## src/rtl/pit_pkg.sv

```systemverilog
`timescale 1ns/1ps
package pit_pkg;
  localparam int CNT_W  = 16;
  localparam int BYTE_W = 8;
  localparam int NUM_CH = 3;

  typedef enum logic [1:0] {
    ACC_LATCH = 2'b00,
    ACC_LO    = 2'b01,
    ACC_HI    = 2'b10,
    ACC_WORD  = 2'b11
  } acc_e;

  typedef enum logic [2:0] {
    MODE_TC     = 3'd0,
    MODE_ONCE   = 3'd1,
    MODE_RATE   = 3'd2,
    MODE_SQUARE = 3'd3,
    MODE_SSTRB  = 3'd4,
    MODE_HSTRB  = 3'd5
  } mode_e;

  typedef struct packed {
    logic       out;
    logic       gate;
    acc_e       acc;
    logic [2:0] mode;
    logic       bcd;
  } status_t;

  function automatic mode_e norm_mode(input logic [2:0] m);
    return (m > 3'd5) ? MODE_TC : mode_e'(m);
  endfunction
endpackage

```

## src/rtl/pit_counter.sv

```systemverilog
`timescale 1ns/1ps
module pit_counter
  import pit_pkg::*;
#(
  parameter int W = CNT_W
) (
  input  logic         clk_i,
  input  logic         rst_ni,
  input  logic         load_i,
  input  logic [W-1:0] count_i,
  input  logic         disarm_i,
  input  mode_e        mode_i,
  input  logic         tick_i,
  output logic         out_o,
  output logic [W-1:0] value_o
);
  localparam int EW = W + 1;
  localparam logic [EW-1:0] FULL = {1'b1, {W{1'b0}}};

  logic [EW-1:0] period_q, elapsed_q, phase_q, half;
  logic          armed_q;

  assign half = EW'(({1'b0, period_q} + 1'b1) >> 1);

  always_ff @(posedge clk_i or negedge rst_ni) begin
    if (!rst_ni) begin
      period_q  <= FULL;
      elapsed_q <= '0;
      phase_q   <= '0;
      armed_q   <= 1'b1;
    end else if (load_i) begin
      period_q  <= (count_i == '0) ? FULL : {1'b0, count_i};
      elapsed_q <= '0;
      phase_q   <= '0;
      armed_q   <= 1'b1;
    end else if (disarm_i) begin
      armed_q   <= 1'b0;
    end else if (armed_q && tick_i) begin
      // saturate one past the count: enough for every one-shot mode
      if (elapsed_q != period_q + EW'(1)) elapsed_q <= elapsed_q + EW'(1);
      phase_q <= (phase_q == period_q - EW'(1)) ? '0 : phase_q + EW'(1);
    end
  end

  always_comb begin
    if (!armed_q) out_o = (mode_i != MODE_TC);
    else begin
      unique case (mode_i)
        MODE_TC:     out_o = (elapsed_q >= period_q);
        MODE_ONCE:   out_o = (elapsed_q <  period_q);
        MODE_RATE:   out_o = (phase_q == '0) && (elapsed_q != '0);
        MODE_SQUARE: out_o = (phase_q <  half);
        default:     out_o = (elapsed_q == period_q);
      endcase
    end
  end

  assign value_o = W'(period_q - phase_q);

  assert_tc_hold_R3: assert property (@(posedge clk_i) disable iff (!rst_ni)
    (armed_q && mode_i == MODE_TC && out_o && !load_i && !disarm_i) |=> out_o);

  assert_strobe_once_R7: assert property (@(posedge clk_i) disable iff (!rst_ni)
    (armed_q && (mode_i == MODE_SSTRB || mode_i == MODE_HSTRB) && out_o && tick_i
     && !load_i && !disarm_i) |=> !out_o);

  assert_rate_pulse_R5: assert property (@(posedge clk_i) disable iff (!rst_ni)
    (armed_q && mode_i == MODE_RATE && out_o && tick_i && period_q != EW'(1)
     && !load_i && !disarm_i) |=> !out_o);

  assert_stopped_level_R2: assert property (@(posedge clk_i) disable iff (!rst_ni)
    (disarm_i && !load_i) |=> (out_o == (mode_i != MODE_TC)));

  assert_phase_range_R9: assert property (@(posedge clk_i) disable iff (!rst_ni)
    phase_q < period_q);
endmodule

```

## src/rtl/pit_port.sv

```systemverilog
`timescale 1ns/1ps
module pit_port
  import pit_pkg::*;
(
  input  logic              clk_i,
  input  logic              rst_ni,
  input  logic              cfg_we_i,
  input  acc_e              cfg_acc_i,
  input  logic [2:0]        cfg_mode_i,
  input  logic              cfg_bcd_i,
  input  logic              cnt_latch_i,
  input  logic              sts_latch_i,
  input  logic              data_we_i,
  input  logic [BYTE_W-1:0] wdata_i,
  input  logic              data_re_i,
  input  logic [CNT_W-1:0]  value_i,
  input  logic              out_i,
  input  logic              gate_i,
  output logic [BYTE_W-1:0] rdata_o,
  output logic              load_o,
  output logic [CNT_W-1:0]  load_val_o,
  output mode_e             mode_o
);
  acc_e              acc_q;
  logic [2:0]        mode_q;
  logic              bcd_q, wr_hi_q, rd_hi_q, lat_vld_q, sts_vld_q;
  logic [BYTE_W-1:0] pend_q;
  logic [CNT_W-1:0]  lat_q, rd_word;
  status_t           sts_q;

  assign mode_o = norm_mode(mode_q);

  always_comb begin
    load_o     = 1'b0;
    load_val_o = '0;
    if (data_we_i) begin
      unique case (acc_q)
        ACC_LO:   begin load_o = 1'b1; load_val_o = {8'h00, wdata_i}; end
        ACC_HI:   begin load_o = 1'b1; load_val_o = {wdata_i, 8'h00}; end
        ACC_WORD: begin load_o = wr_hi_q; load_val_o = {wdata_i, pend_q}; end
        default:  ;
      endcase
    end
  end

  assign rd_word = lat_vld_q ? lat_q : value_i;

  always_comb begin
    if (sts_vld_q) rdata_o = sts_q;
    else begin
      unique case (acc_q)
        ACC_HI:   rdata_o = rd_word[15:8];
        ACC_WORD: rdata_o = rd_hi_q ? rd_word[15:8] : rd_word[7:0];
        default:  rdata_o = rd_word[7:0];
      endcase
    end
  end

  always_ff @(posedge clk_i or negedge rst_ni) begin
    if (!rst_ni) begin
      acc_q     <= ACC_WORD;
      mode_q    <= 3'd3;
      bcd_q     <= 1'b0;
      wr_hi_q   <= 1'b0;
      rd_hi_q   <= 1'b0;
      pend_q    <= '0;
      lat_q     <= '0;
      lat_vld_q <= 1'b0;
      sts_q     <= '0;
      sts_vld_q <= 1'b0;
    end else begin
      if (cfg_we_i) begin
        acc_q   <= cfg_acc_i;
        mode_q  <= cfg_mode_i;
        bcd_q   <= cfg_bcd_i;
        wr_hi_q <= 1'b0;
        rd_hi_q <= 1'b0;
      end
      if (data_we_i && acc_q == ACC_WORD) begin
        if (!wr_hi_q) pend_q <= wdata_i;
        wr_hi_q <= !wr_hi_q;
      end
      if (cnt_latch_i && !lat_vld_q) begin
        lat_q     <= value_i;
        lat_vld_q <= 1'b1;
      end
      if (sts_latch_i && !sts_vld_q) begin
        sts_q     <= '{out: out_i, gate: gate_i, acc: acc_q, mode: mode_q, bcd: bcd_q};
        sts_vld_q <= 1'b1;
      end
      if (data_re_i) begin
        if (sts_vld_q) sts_vld_q <= 1'b0;
        else begin
          if (acc_q == ACC_WORD) rd_hi_q <= !rd_hi_q;
          if (acc_q != ACC_WORD || rd_hi_q) lat_vld_q <= 1'b0;
        end
      end
    end
  end

  assert_latch_held_R11: assert property (@(posedge clk_i) disable iff (!rst_ni)
    (lat_vld_q && !(data_re_i && !sts_vld_q)) |=> (lat_vld_q && $stable(lat_q)));

  assert_word_first_byte_R10: assert property (@(posedge clk_i) disable iff (!rst_ni)
    (data_we_i && acc_q == ACC_WORD && !wr_hi_q && !cfg_we_i) |=> wr_hi_q);

  assert_status_first_R12: assert property (@(posedge clk_i) disable iff (!rst_ni)
    (sts_vld_q && data_re_i && !cfg_we_i) |=> (!sts_vld_q && $stable(rd_hi_q)));
endmodule

```

## src/rtl/pit_channel.sv

```systemverilog
`timescale 1ns/1ps
module pit_channel
  import pit_pkg::*;
#(
  parameter bit GATE_RST = 1'b1
) (
  input  logic              clk_i,
  input  logic              rst_ni,
  input  logic              tick_i,
  input  logic              gate_i,
  input  logic              cfg_we_i,
  input  acc_e              cfg_acc_i,
  input  logic [2:0]        cfg_mode_i,
  input  logic              cfg_bcd_i,
  input  logic              cnt_latch_i,
  input  logic              sts_latch_i,
  input  logic              data_we_i,
  input  logic [BYTE_W-1:0] wdata_i,
  input  logic              data_re_i,
  output logic [BYTE_W-1:0] rdata_o,
  output logic              out_o
);
  logic             gate_q, load;
  logic [CNT_W-1:0] load_val, value;
  mode_e            mode;

  always_ff @(posedge clk_i or negedge rst_ni) begin
    if (!rst_ni) gate_q <= GATE_RST;
    else         gate_q <= gate_i;
  end

  pit_port u_port (
    .clk_i, .rst_ni, .cfg_we_i, .cfg_acc_i, .cfg_mode_i, .cfg_bcd_i,
    .cnt_latch_i, .sts_latch_i, .data_we_i, .wdata_i, .data_re_i,
    .value_i(value), .out_i(out_o), .gate_i(gate_q), .rdata_o,
    .load_o(load), .load_val_o(load_val), .mode_o(mode)
  );

  pit_counter #(.W(CNT_W)) u_cnt (
    .clk_i, .rst_ni, .load_i(load), .count_i(load_val), .disarm_i(cfg_we_i),
    .mode_i(mode), .tick_i(tick_i && gate_q), .out_o, .value_o(value)
  );

  assert_gate_freeze_R13: assert property (@(posedge clk_i) disable iff (!rst_ni)
    (!gate_q && !load && !cfg_we_i) |=> $stable(value));
endmodule

```

## src/rtl/pit_timer.sv

```systemverilog
`timescale 1ns/1ps
module pit_timer
  import pit_pkg::*;
(
  input  logic              clk_i,
  input  logic              rst_ni,
  input  logic              tick_i,
  input  logic [NUM_CH-1:0] gate_i,
  input  logic              wr_en_i,
  input  logic              rd_en_i,
  input  logic [1:0]        addr_i,
  input  logic [BYTE_W-1:0] wdata_i,
  output logic [BYTE_W-1:0] rdata_o,
  output logic [NUM_CH-1:0] out_o
);
  localparam logic [1:0] CTRL_ADDR = 2'd3;

  logic              ctrl_wr, rb;
  logic [1:0]        sel;
  acc_e              acc;
  logic [BYTE_W-1:0] ch_rdata [NUM_CH];
  logic [NUM_CH-1:0] cfg_we;

  assign ctrl_wr = wr_en_i && (addr_i == CTRL_ADDR);
  assign sel     = wdata_i[7:6];
  assign rb      = (sel == 2'b11);
  assign acc     = acc_e'(wdata_i[5:4]);

  for (genvar i = 0; i < NUM_CH; i++) begin : g_ch
    logic own, sel_rb;
    assign own       = ctrl_wr && !rb && (sel == 2'(i));
    assign sel_rb    = ctrl_wr && rb && wdata_i[1+i];
    assign cfg_we[i] = own && (acc != ACC_LATCH);

    pit_channel #(.GATE_RST(i != 2)) u_ch (
      .clk_i, .rst_ni, .tick_i, .gate_i(gate_i[i]),
      .cfg_we_i(cfg_we[i]), .cfg_acc_i(acc), .cfg_mode_i(wdata_i[3:1]),
      .cfg_bcd_i(wdata_i[0]),
      .cnt_latch_i((own && acc == ACC_LATCH) || (sel_rb && !wdata_i[5])),
      .sts_latch_i(sel_rb && !wdata_i[4]),
      .data_we_i(wr_en_i && addr_i == 2'(i)), .wdata_i,
      .data_re_i(rd_en_i && !wr_en_i && addr_i == 2'(i)),
      .rdata_o(ch_rdata[i]), .out_o(out_o[i])
    );
  end

  assign rdata_o = (addr_i < 2'(NUM_CH)) ? ch_rdata[addr_i] : '1;

  assert_single_cfg_R2: assert property (@(posedge clk_i) disable iff (!rst_ni)
    $onehot0(cfg_we));
endmodule

```

## config.mk

```make
export PLATFORM = sky130hd
export DESIGN_NAME = pit_timer
export DESIGN_NICKNAME = d
export VERILOG_FILES = /design/src/rtl/pit_pkg.sv /design/src/rtl/pit_counter.sv /design/src/rtl/pit_port.sv /design/src/rtl/pit_channel.sv /design/src/rtl/pit_timer.sv
export SDC_FILE = /design/constraint.sdc
export NUM_CORES = 1
export LEC_CHECK = 0
export ABC_AREA = 1
export BUFFER_PORTS_ARGS = -buffer_cell sky130_fd_sc_hd__buf_2
export CAP_MARGIN = 25
export CORE_MARGIN = 2
export CORE_UTILIZATION = 59
export CTS_BUF_LIST = sky130_fd_sc_hd__clkbuf_16
export DETAILED_ROUTE_END_ITERATION = 8
export GPL_ROUTABILITY_DRIVEN = 0
export PLACE_DENSITY_LB_ADDON = 0.1
export SLEW_MARGIN = 10
export SYNTH_ARGS = -nofsm -noshare
export SYNTH_HDL_FRONTEND = slang
export SYNTH_HIERARCHICAL = 1
export SYNTH_SLANG_ARGS = --single-unit
```

## constraint.sdc

```tcl
create_clock -name clk_i -period 3.28 [get_ports clk_i]
set_clock_uncertainty 0.2 [all_clocks]
set_input_delay 0.656 -clock clk_i [delete_from_list [all_inputs] [get_ports clk_i]]
set_output_delay 0.656 -clock clk_i [all_outputs]
set_load 0.005 [all_outputs]
```

Word-level counts from Yosys, hierarchy flattened
Index checks and enable logic that the tools add are counted.
{ "word_totals": {"ff_bits": 285, "in_bits": 18, "out_inout_bits": 11, "wordCells": 349} }
{ "op_classes": {"addsub": 18, "order_cmp": 14, "eq_ne": 39, "n_mux": 106, "bitwise": 4, "reduce_logical": 111} }
{ "op_table": {"columns": ["op", "n"], "rows": [
  ["$mux 17", 27],
  ["$add 17x1->17 const B", 9],
  ["$pmux 16 s3", 3],
  ["$eq 17x17->1", 6],
  ["$lt 17x17->1", 6],
  ["$mux 16", 6],
  ["$mux 8", 9],
  ["$add 17x1->18 const B", 3],
  ["$ge 17x17->1", 3],
  ["$logic_not 17->1", 3],
  ["$ne 17x17->1", 3],
  ["$reduce_bool 17->1", 3],
  ["$sub 17x1->17 const B", 3],
  ["$logic_not 16->1", 3],
  ["$mux 1", 48],
  ["$pmux 8 s2", 3],
  ["$sub 16x16->16", 3],
  ["$logic_and 1x1->1", 46],
  ["$reduce_bool 2->1", 13],
  ["$eq 2x2->1 const B", 10],
  ["$eq 3x2->1 const B", 6],
  ["$bmux 8 s2", 1],
  ["$logic_not 1->1", 16],
  ["$ne 2x2->1 const B", 6],
  ["17 further kinds", 53]
]} }

Longest topological paths before layout
Gate-level depths: netlist of run 1.
{ "logic_depth": {"ltp_word": 11, "ltp_mapped": 22, "depth_no_buf": 21} }

By module
Netlist of run 1, hierarchy kept.
{ "by_module_without_submodules": {"columns": ["mod", "instances", "cells_each", "area_per_inst_um2", "seq_area_each_um2"], "rows": [
  ["pit_counter at g_ch[0].u_ch.u_cnt ...", 2, 937, 6077.1, 1303.8],
  ["pit_port", 3, 292, 2398.6, 1056.0],
  ["pit_counter at g_ch[2].u_ch.u_cnt", 1, 900, 5839.4, 1303.8],
  ["pit_timer", 1, 80, 354.1, 0.0],
  ["pit_channel at g_ch[0].u_ch ...", 2, 3, 33.8, 26.3],
  ["pit_channel at g_ch[2].u_ch", 1, 3, 32.5, 25.0]
]} }

Worst setup path after synthesis of run 1
Ideal clock, no wire load.
{ "synth_path": {"kind": "reg2out", "from": "register g_ch[1].u_ch.u_cnt.period_q[0]", "to": "output rdata_o[4]", "t_arrival_ns": 2.688, "required_ns": 2.424, "setup_slack_ns": -0.264, "path_stages_with_launch": 21, "n_path_buf": 0, "path_cell_list": "dfrtp_1 -> inv_2 -> ha_1 -> fa_1 -> nand3b_1 -> a21oi_1 -> nor2_1 -> o21ai_0 -> nand2_1 -> nand2_1 -> nand3_1 -> nand2_1 -> xor2_1 -> nand2_1 -> nand2_1 -> nand2_1 -> nand3_1 -> nand2_1 -> inv_1 -> nand2_1 -> nand3_1"} }
{ "synth_lines": {"columns": ["element", "line", "text"], "rows": [
  ["start, declared", "pit_counter.sv:20", "logic [EW-1:0] period_q, elapsed_q, phase_q, half;"],
  ["start signal, assigned", "pit_counter.sv:32", "period_q <= (count_i == '0) ? FULL : {1'b0, count_i};"],
  ["end, declared", "pit_timer.sv:13", "output logic [BYTE_W-1:0] rdata_o,"]
]} }

==> reports/metrics.yaml, run 1 <==
status:
  status: "finished, violations left"
  violations: "negative setup slack"
die:
  rows: 76
  initial_core_util_pct: 59.7
  design.die.area_um2: 45100
  coreArea_um2: 43000
  num_io_pins: 29
  die_w_um: 212
  die_h_um: 212
synth:
  synth_area_leaders: "dfrtp_1, nand2_1, ha_1, nand3_1, inv_1"
  ys_types: 51
  syn_avg_cell_area_um2: 6.86
  ys_seq_elements: 285
  async_flop_share_pct: 100
  synth_edf_count: 0
  synth_commonest_cells: "nand2_1, inv_1, nor2_1, nand3_1, dfrtp_1"
  synth_top_cell_by_area: "dfrtp_1"
  syn_inst: 3739
  synth_flop_cell: "dfrtp_1"
  synth_area_um2: 25600
  yosys.cell_count.top_type: "nand2_1"
  ys_warn_count: 6
  ys_seq_area_share_pct: 27.9
  synth_top_area_share_pct: 25.9
  synth_nets: 3937
drt:
  drcViolationCount: 0
  dr.pass1.iters: 6
  drtIter0Drc: 2738
  avgViaCountPerCell: 5.75
  wl_um: 86000
  wl_per_cell_um: 17.9
  routed-via-count: 27700
  ant_nets: 0
clocking:
  h-tree-depth: 2
  clk_latency_ns: 0.58
  root_buffer: "clkbuf_16"
  cts_tree: "done"
  clkTransAtPathRegs_ns: 0.06
  cts_buffers: 37
  clockBufferDepth: 3
  numClockSinks: 285
power_and_ir_drop:
  ir_drop_uv: 529
  p_leak_nw: 16.9
  power_density_nw_per_um2: 896
  pwr-share-clk_pct: 14.2
  pwr-share-seq_pct: 18.6
  p_switching_w: 0.0137
  combPwrFrac_pct: 67.2
  swShare_pct: 47.4
  internal_power_w: 0.0151
global_routing:
  grt_use_total_pct: 37.8
  overflow: 0
  grt_pass1_wl_um: 136000
  grt_max_degree: 78
  antenna_found_initial: 2
  first_global_vias: 26600
setup_path:
  cp-end-kind: "output pin"
  crit_buf_inv: 3
  crit_slowest_cell: "dfrtp_2"
  crit_fanout: 2
  cp_top_family: "simple AND/OR/NAND/NOR gates"
  criticalPathCategory: "reg -> out"
  crit_path_start_kind: "flop"
  worst_path_most_repeated_cell: "nand2_1"
  cp.arrival_ns: 3.43
  required_ns: 2.42
  cp_cell_sequence: "inv_2 -> ha_4 -> fa_2 -> nand3b_1 -> a21oi_2 -> nor2_2 -> o21ai_2 -> nand2_1 -> nand2_2 -> nand3_1 -> nand2_1 -> xor2_1 -> nand2_1 -> nand2_1 -> nand2_1 -> nand3_1 -> nand2_1 -> inv_1 -> nand2_2 -> nand3_2 -> buf_2"
  max_stage_delay_ns: 0.37
timing:
  whs_ns: 0.281
  slew_violations: 0
  timing.final.crit_share_pct: 131
  rsz0062_at_grt: "yes"
  fmax_ghz: 0.233
  tns_ns: -8.86
  post-route-min-period_ns: 4.29
  slew_headroom_pct: 51.4
  setup_slack_ns: -1.01
  setup_viol: 11
  worst_pin_slew_ns: 0.729
  hold_viol: 0
finish:
  drive_above_1_share_pct: 24.7
  fin_cells: 4816
  nets: 4400
  final_util_pct: 74.8
  area_growth_pct: 25.4
placed_design:
  portBuffers: 28
  dp.cells: 4698
  post-place-ws_ns: -0.595
  dp_hpwl_um: 64500
hold_path:
  hold_path.class: "reg -> reg"
flow_run:
  drv_cap: 0
[registers in the layout (all words and copies together), names as in the netlist]
name / flops
g_ch.u_ch/u_port/sts_q: 24
g_ch.u_ch/u_port/rd_hi_q: 3
g_ch.u_ch/u_port/bcd_q: 3
g_ch.u_ch/u_cnt/armed_q: 3
g_ch.u_ch/u_cnt/elapsed_q: 51
g_ch.u_ch/u_port/sts_vld_q: 3
g_ch.u_ch/u_port/wr_hi_q: 3
g_ch.u_ch/u_cnt/period_q: 51
g_ch.u_ch/u_port/mode_q: 9
g_ch.u_ch/gate_q: 3
g_ch.u_ch/u_port/lat_q: 48
g_ch.u_ch/u_port/pend_q: 24
g_ch.u_ch/u_cnt/phase_q: 51
g_ch.u_ch/u_port/acc_q: 6
g_ch.u_ch/u_port/lat_vld_q: 3
[cell families after synthesis]
kind of cell    share of synthesized area (%)
compound gates                           7.32
fa+ha+maj                                8.87
buf+inv                                  9.31
simple gates                             37.2
xor+xnor                                 6.54
flops                                    27.9
mux                                      2.81
[final cells by class]
cell class | instances | area [um2]
diodes | 1 | 2.50
clock buffers | 37 | 926
clock inverters | 30 | 269
fillers | 3303 | 10800
inverters | 414 | 1590
multi-input cells | 2911 | 17200
flip-flops and latches | 285 | 7180
well taps | 585 | 732
repair buffers | 553 | 4280
[power groups by stage]
stage                     logic, W  registers [W]  clock network (W)
after floorplan             0.0107        0.00512                  0
after global placement      0.0163        0.00530                  0
after detailed placement    0.0169        0.00534                  0
after CTS                   0.0181        0.00531            0.00414
after global routing        0.0211        0.00544            0.00428
final                       0.0193        0.00537            0.00409
[per-layer routing]
layer	global-route usage, %	wire length, um	part of all wire, %	vias up
li1	-	-	-	13000
met1	47.7	34200	40	13100
met2	62.7	39900	46	1329
met3	6.71	7530	8.7	320
met4	17.7	4390	5.1	2
met5	0	13	0.015	-
[worst reg2reg max path: stages (launching register included)]
cell and delay [ns]:
dfrtp_2 0.40, buf_6 0.14, ha_4 0.15, nand2_4 0.07, nor2_4 0.20, nand2_4 0.10
buf_4 0.14, xor2_1 0.14, ha_1 0.28, nand2_2 0.06, nor2_2 0.11, o21ai_0 0.12
nand3_1 0.10, nand2_1 0.07, nand3_2 0.10, nor2_1 0.05, nor2_1 0.12, nand2_1 0.07
nand2_1 0.08, nand2_2 0.09, buf_6 0.13, mux2_2 0.25
[cells in the final DEF (no fill, tap or decap), drive strengths merged, types with 21 or more instances in the layout]
master,instances
o21ai,193
dfrtp,265
inv,416
nor3,51
clkinv,21
xnor2,46
nand3b,25
buf,548
nand3,330
mux2,54
nand4,79
ha,177
xor2,130
nand2,1219
clkbuf,38
nor4,37
a21oi,113
or2,38
nor2,373
[stage by stage]
stage	total power, W	instance area [um2]
2_1_floorplan	0.0159	25700
3_3_place_gp	0.0216	29400
3_5_place_dp	0.0222	29400
4_1_cts	0.0275	31500
5_1_grt	0.0308	32100
6_report	0.0288	32100
[path summary, 6_finish.rpt]
kind | depth (start not counted) | slack (ns) | endpoint | startpoint
max | 21 | -1.01 | rdata_o[4] | g_ch[0].u_ch/u_cnt/period_q[0]$_DFFE_PN0P_
min | 2 | 0.28 | g_ch[1].u_ch/u_port/sts_q[3]$_DFFE_PN0P_ | g_ch[1].u_ch/u_port/sts_q[3]$_DFFE_PN0P_
max reg2reg | 21 | 0 | g_ch[1].u_ch/u_port/sts_q[7]$_DFFE_PN0P_ | g_ch[1].u_ch/u_cnt/period_q[1]$_DFFE_PN0P_
min reg2reg | 2 | 0.28 | g_ch[1].u_ch/u_port/sts_q[3]$_DFFE_PN0P_ | g_ch[1].u_ch/u_port/sts_q[3]$_DFFE_PN0P_
max in group asynchronous | 3 | 1.53 | g_ch[2].u_ch/u_cnt/period_q[16]$_DFFE_PN1P_ | rst_ni
min in group asynchronous | 2 | 0.45 | g_ch[2].u_ch/u_port/lat_q[1]$_DFFE_PN0P_ | rst_ni
[timing repair]
| action | 4_1_cts | 5_1_grt |
|---|---|---|
| buffers inserted | 37 | 17 |
| hold endpoints to repair | 67 | 0 |
| pin swaps | 62 | 60 |
| gates cloned | 0 | 2 |
| hold buffers | 4 | 0 |
| gates resized for setup | 143 | 119 |
| setup endpoints to repair | 14 | 32 |
(Power assumes the default switching activity.)
==> run 2: changes to the inputs <==
--- a/config.mk
+++ b/config.mk
@@ -13,7 +13,8 @@
 export CTS_BUF_LIST = sky130_fd_sc_hd__clkbuf_16
 export DETAILED_ROUTE_END_ITERATION = 8
 export GPL_ROUTABILITY_DRIVEN = 0
-export PLACE_DENSITY_LB_ADDON = 0.1
+export HOLD_SLACK_MARGIN = 0.15
+export PLACE_DENSITY = 0.78
 export SLEW_MARGIN = 10
 export SYNTH_ARGS = -nofsm -noshare
 export SYNTH_HDL_FRONTEND = slang
==> reports/metrics.yaml, run 2 (synthesis gave the netlist of run 1 again) <==
status:
  status: "finished, violations left"
  violations: "negative setup slack"
drt:
  avgViaCountPerCell: 5.79  # +0.69%
  drtIter0Drc: 3330  # +22%
  ant_nets: 0  # unchanged
  wl_um: 87000  # +1.1%
  routed-via-count: 27800  # +0.32%
  dr.pass1.iters: 9  # +3
  wl_per_cell_um: 18.1  # +1.5%
  drcViolationCount: 0  # unchanged
die:
  rows: 76  # unchanged
  num_io_pins: 29  # unchanged
  initial_core_util_pct: 59.7  # unchanged
  die_h_um: 212  # unchanged
  design.die.area_um2: 45100  # unchanged
  coreArea_um2: 43000  # unchanged
  die_w_um: 212  # unchanged
power_and_ir_drop:
  p_switching_w: 0.0138  # +0.94%
  ir_drop_uv: 576  # +8.9%
  internal_power_w: 0.0154  # +1.9%
  pwr-share-clk_pct: 15.1  # +0.9 points
  power_density_nw_per_um2: 905  # +1.0%
  pwr-share-seq_pct: 18.5  # about the same
  fin_total_pwr_w: 0.0292  # +1.5%
  swShare_pct: 47.2  # -0.24 points
  combPwrFrac_pct: 66.3  # -0.9 points
  p_leak_nw: 16.8  # -0.42%
timing:
  whs_ns: 0.281  # +0.000336 ns
  fmax_ghz: 0.233  # -0.12%
  worst_pin_slew_ns: 0.759  # +0.0301 ns
  hold_viol: 0  # unchanged
  slew_violations: 0  # unchanged
  setup_slack_ns: -1.01  # -0.00519 ns
  post-route-min-period_ns: 4.29  # +0.00519 ns
  timing.final.crit_share_pct: 131  # +0.16 points
  slew_headroom_pct: 49.4  # -2.0 points
  setup_viol: 12  # +1
  rsz0062_at_grt: "yes"
hold_path:
  min-delay-start: "g_ch[0].u_ch/u_port/sts_q[1]$_DFFE_PN0P_"
  hold_end: "g_ch[0].u_ch/u_port/sts_q[1]$_DFFE_PN0P_"
  hold_path.class: "reg -> reg"
  whs_path_depth: 2  # unchanged
setup_path:
  crit_path_start_kind: "flop"
  cp_cell_sequence: "buf_6 -> ha_4 -> nand2_1 -> o21ai_1 -> buf_4 -> a21oi_4 -> o21ai_2 -> a21boi_1 -> o21ai_0 -> xor2_1 -> nand2_1 -> nand2_1 -> nand2_1 -> nand3_1 -> nand2_1 -> inv_1 -> o21ai_0 -> nand3_1 -> buf_2"
  required_ns: 2.42  # about the same
  criticalPathCategory: "reg -> out"
  max_stage_delay_ns: 0.40  # +0.03 ns
  cp-end-kind: "output pin"
  worst_path_most_repeated_cell: "nand2_1"
  crit_buf_inv: 4  # +1
  cp.arrival_ns: 3.44  # about the same
  r2r_start: "g_ch[2].u_ch/u_cnt/period_q[0]$_DFFE_PN0P_"
  crit_slowest_cell: "dfrtp_1"
  reg2reg_depth: 22  # +4.8%
  r2r_end: "g_ch[2].u_ch/u_port/sts_q[7]$_DFFE_PN0P_"
  cp_top_family: "compound AO/OA/AOI/OAI gates"
  crit_fanout: 5  # +3
  rrSetupSlack_ns: -0.04  # -0.04 ns
finish:
  fill_cells: 3103  # -6.1%
  top_regs: "g_ch.u_ch/u_cnt/elapsed_q x51, g_ch.u_ch/u_cnt/period_q x51, g_ch.u_ch/u_cnt/phase_q x51"
  area_growth_pct: 25.9
  drive_above_1_share_pct: 24.8  # +0.15 points
  antenna_cells: 0  # -1
  final_common_cell: "nand2_1"
  final_cell_mix: "nand2_1, buf_4, inv_1"
  nets: 4382  # -0.41%
clocking:
  cts_buffers: 37  # unchanged
  numClockSinks: 285  # unchanged
  clk_latency_ns: 0.57  # about the same
  root_buffer: "clkbuf_16"
  h-tree-depth: 2  # unchanged
  cts_tree: "done"
  clockBufferDepth: 3  # unchanged
  clkTransAtPathRegs_ns: 0.06  # about the same
global_routing:
  grt_use_total_pct: 37.4  # -0.35 points
  antenna_found_initial: 2  # unchanged
  first_global_vias: 26100  # -1.7%
  grt_pass1_wl_um: 135000  # -0.77%
  grt_max_degree: 67  # -14%
  overflow: 0  # unchanged
placed_design:
  portBuffers: 28  # unchanged
  dp_hpwl_um: 60000  # -7.0%
flow_run:
  drv_cap: 0  # unchanged
run 2: final cells by class:
| class | count | area [um2] | share of cell area (%) |
|---|---|---|---|
| sequential | 285 | 7190 | 22.3 |
| clock inverter | 31 | 364 | 1.13 |
| tap | 585 | 732 | 2.27 |
| timing repair buffer | 535 | 4200 | 13.0 |
| multi-input combinational | 2911 | 17300 | 53.5 |
| inverter | 414 | 1590 | 4.91 |
| clock buffer | 37 | 926 | 2.87 |
run 2: per-stage QoR:
| step | setup TNS (ns) | cell area, um2 | util, % | setup slack, ns | std cells |
|---|---|---|---|---|---|
| after floorplan | -0.0341 | 25700 | - | -0.0202 | 3739 |
| after global placement | -2.11 | 29100 | 67.8 | -0.255 | 4653 |
| final | -10.20 | 32300 | 75.1 | -1.01 | 4798 |
| after detailed placement | -2.82 | 29100 | 67.8 | -0.326 | 4653 |
| after CTS | -16.75 | 31500 | 73.2 | -0.860 | 4766 |
| after global routing | -11.38 | 32300 | 75.1 | -1.17 | 4798 |
run 2: worst max path at each step:
stage,from,end,depth (start not counted)
3_5_place_dp,g_ch[2].u_ch/u_cnt/period_q[2]$_DFFE_PN0P_,rdata_o[7],19
3_3_place_gp,g_ch[0].u_ch/u_cnt/period_q[1]$_DFFE_PN0P_,out_o[0],17
5_1_grt,g_ch[0].u_ch/u_cnt/phase_q[0]$_DFFE_PN0P_,rdata_o[4],20
6_report,g_ch[2].u_ch/u_cnt/period_q[1]$_DFFE_PN0P_,rdata_o[3],19
4_1_cts,g_ch[0].u_ch/u_cnt/phase_q[0]$_DFFE_PN0P_,rdata_o[4],20
2_1_floorplan,g_ch[1].u_ch/u_cnt/period_q[0]$_DFFE_PN0P_,rdata_o[4],20
run 2: power groups by stage:
stage               Combinational (W)  Sequential [W]  Clock (W)
floorplan                      0.0107         0.00512          0
global placement               0.0157         0.00533          0
detailed placement             0.0161         0.00536          0
CTS                            0.0173         0.00535    0.00445
global route                   0.0211         0.00549    0.00459
finish                         0.0194         0.00542    0.00442
run 2: timing repair:
action,CTS,global route
hold buffers,4,0
endpoints found under the setup margin,14,31
buffers inserted,42,40
gates cloned,0,2
pin swaps,51,99
hold endpoints to repair,61,0
resized for setup,170,123
run 2: metal layers:
layer / wire length, um / vias to the layer above / track usage [%] / share of wire [%]
met5: 10 / - / 0 / 0.011
met4: 4120 / 2 / 16.2 / 4.7
met2: 38900 / 1646 / 59.4 / 45
met1: 34600 / 12800 / 50.0 / 40
li1: - / 12900 / - / -
met3: 9470 / 355 / 6.87 / 11
run 2: worst register-to-register path: stages (launching register included):
cell and delay, ns:
dfrtp_1 0.39, buf_4 0.15, ha_2 0.19, nand2_2 0.12, nor2_4 0.06, buf_6 0.13
buf_4 0.13, nand3_1 0.11, nand2_1 0.11, ha_1 0.29, nand2_1 0.06, nor2_2 0.14
o21ai_1 0.10, nand3_1 0.08, nand2_1 0.06, nand3_2 0.11, nor2_1 0.06, nor2_1 0.13
nand2_1 0.07, nand2_1 0.09, nand2_2 0.07, buf_4 0.14, mux2_2 0.25
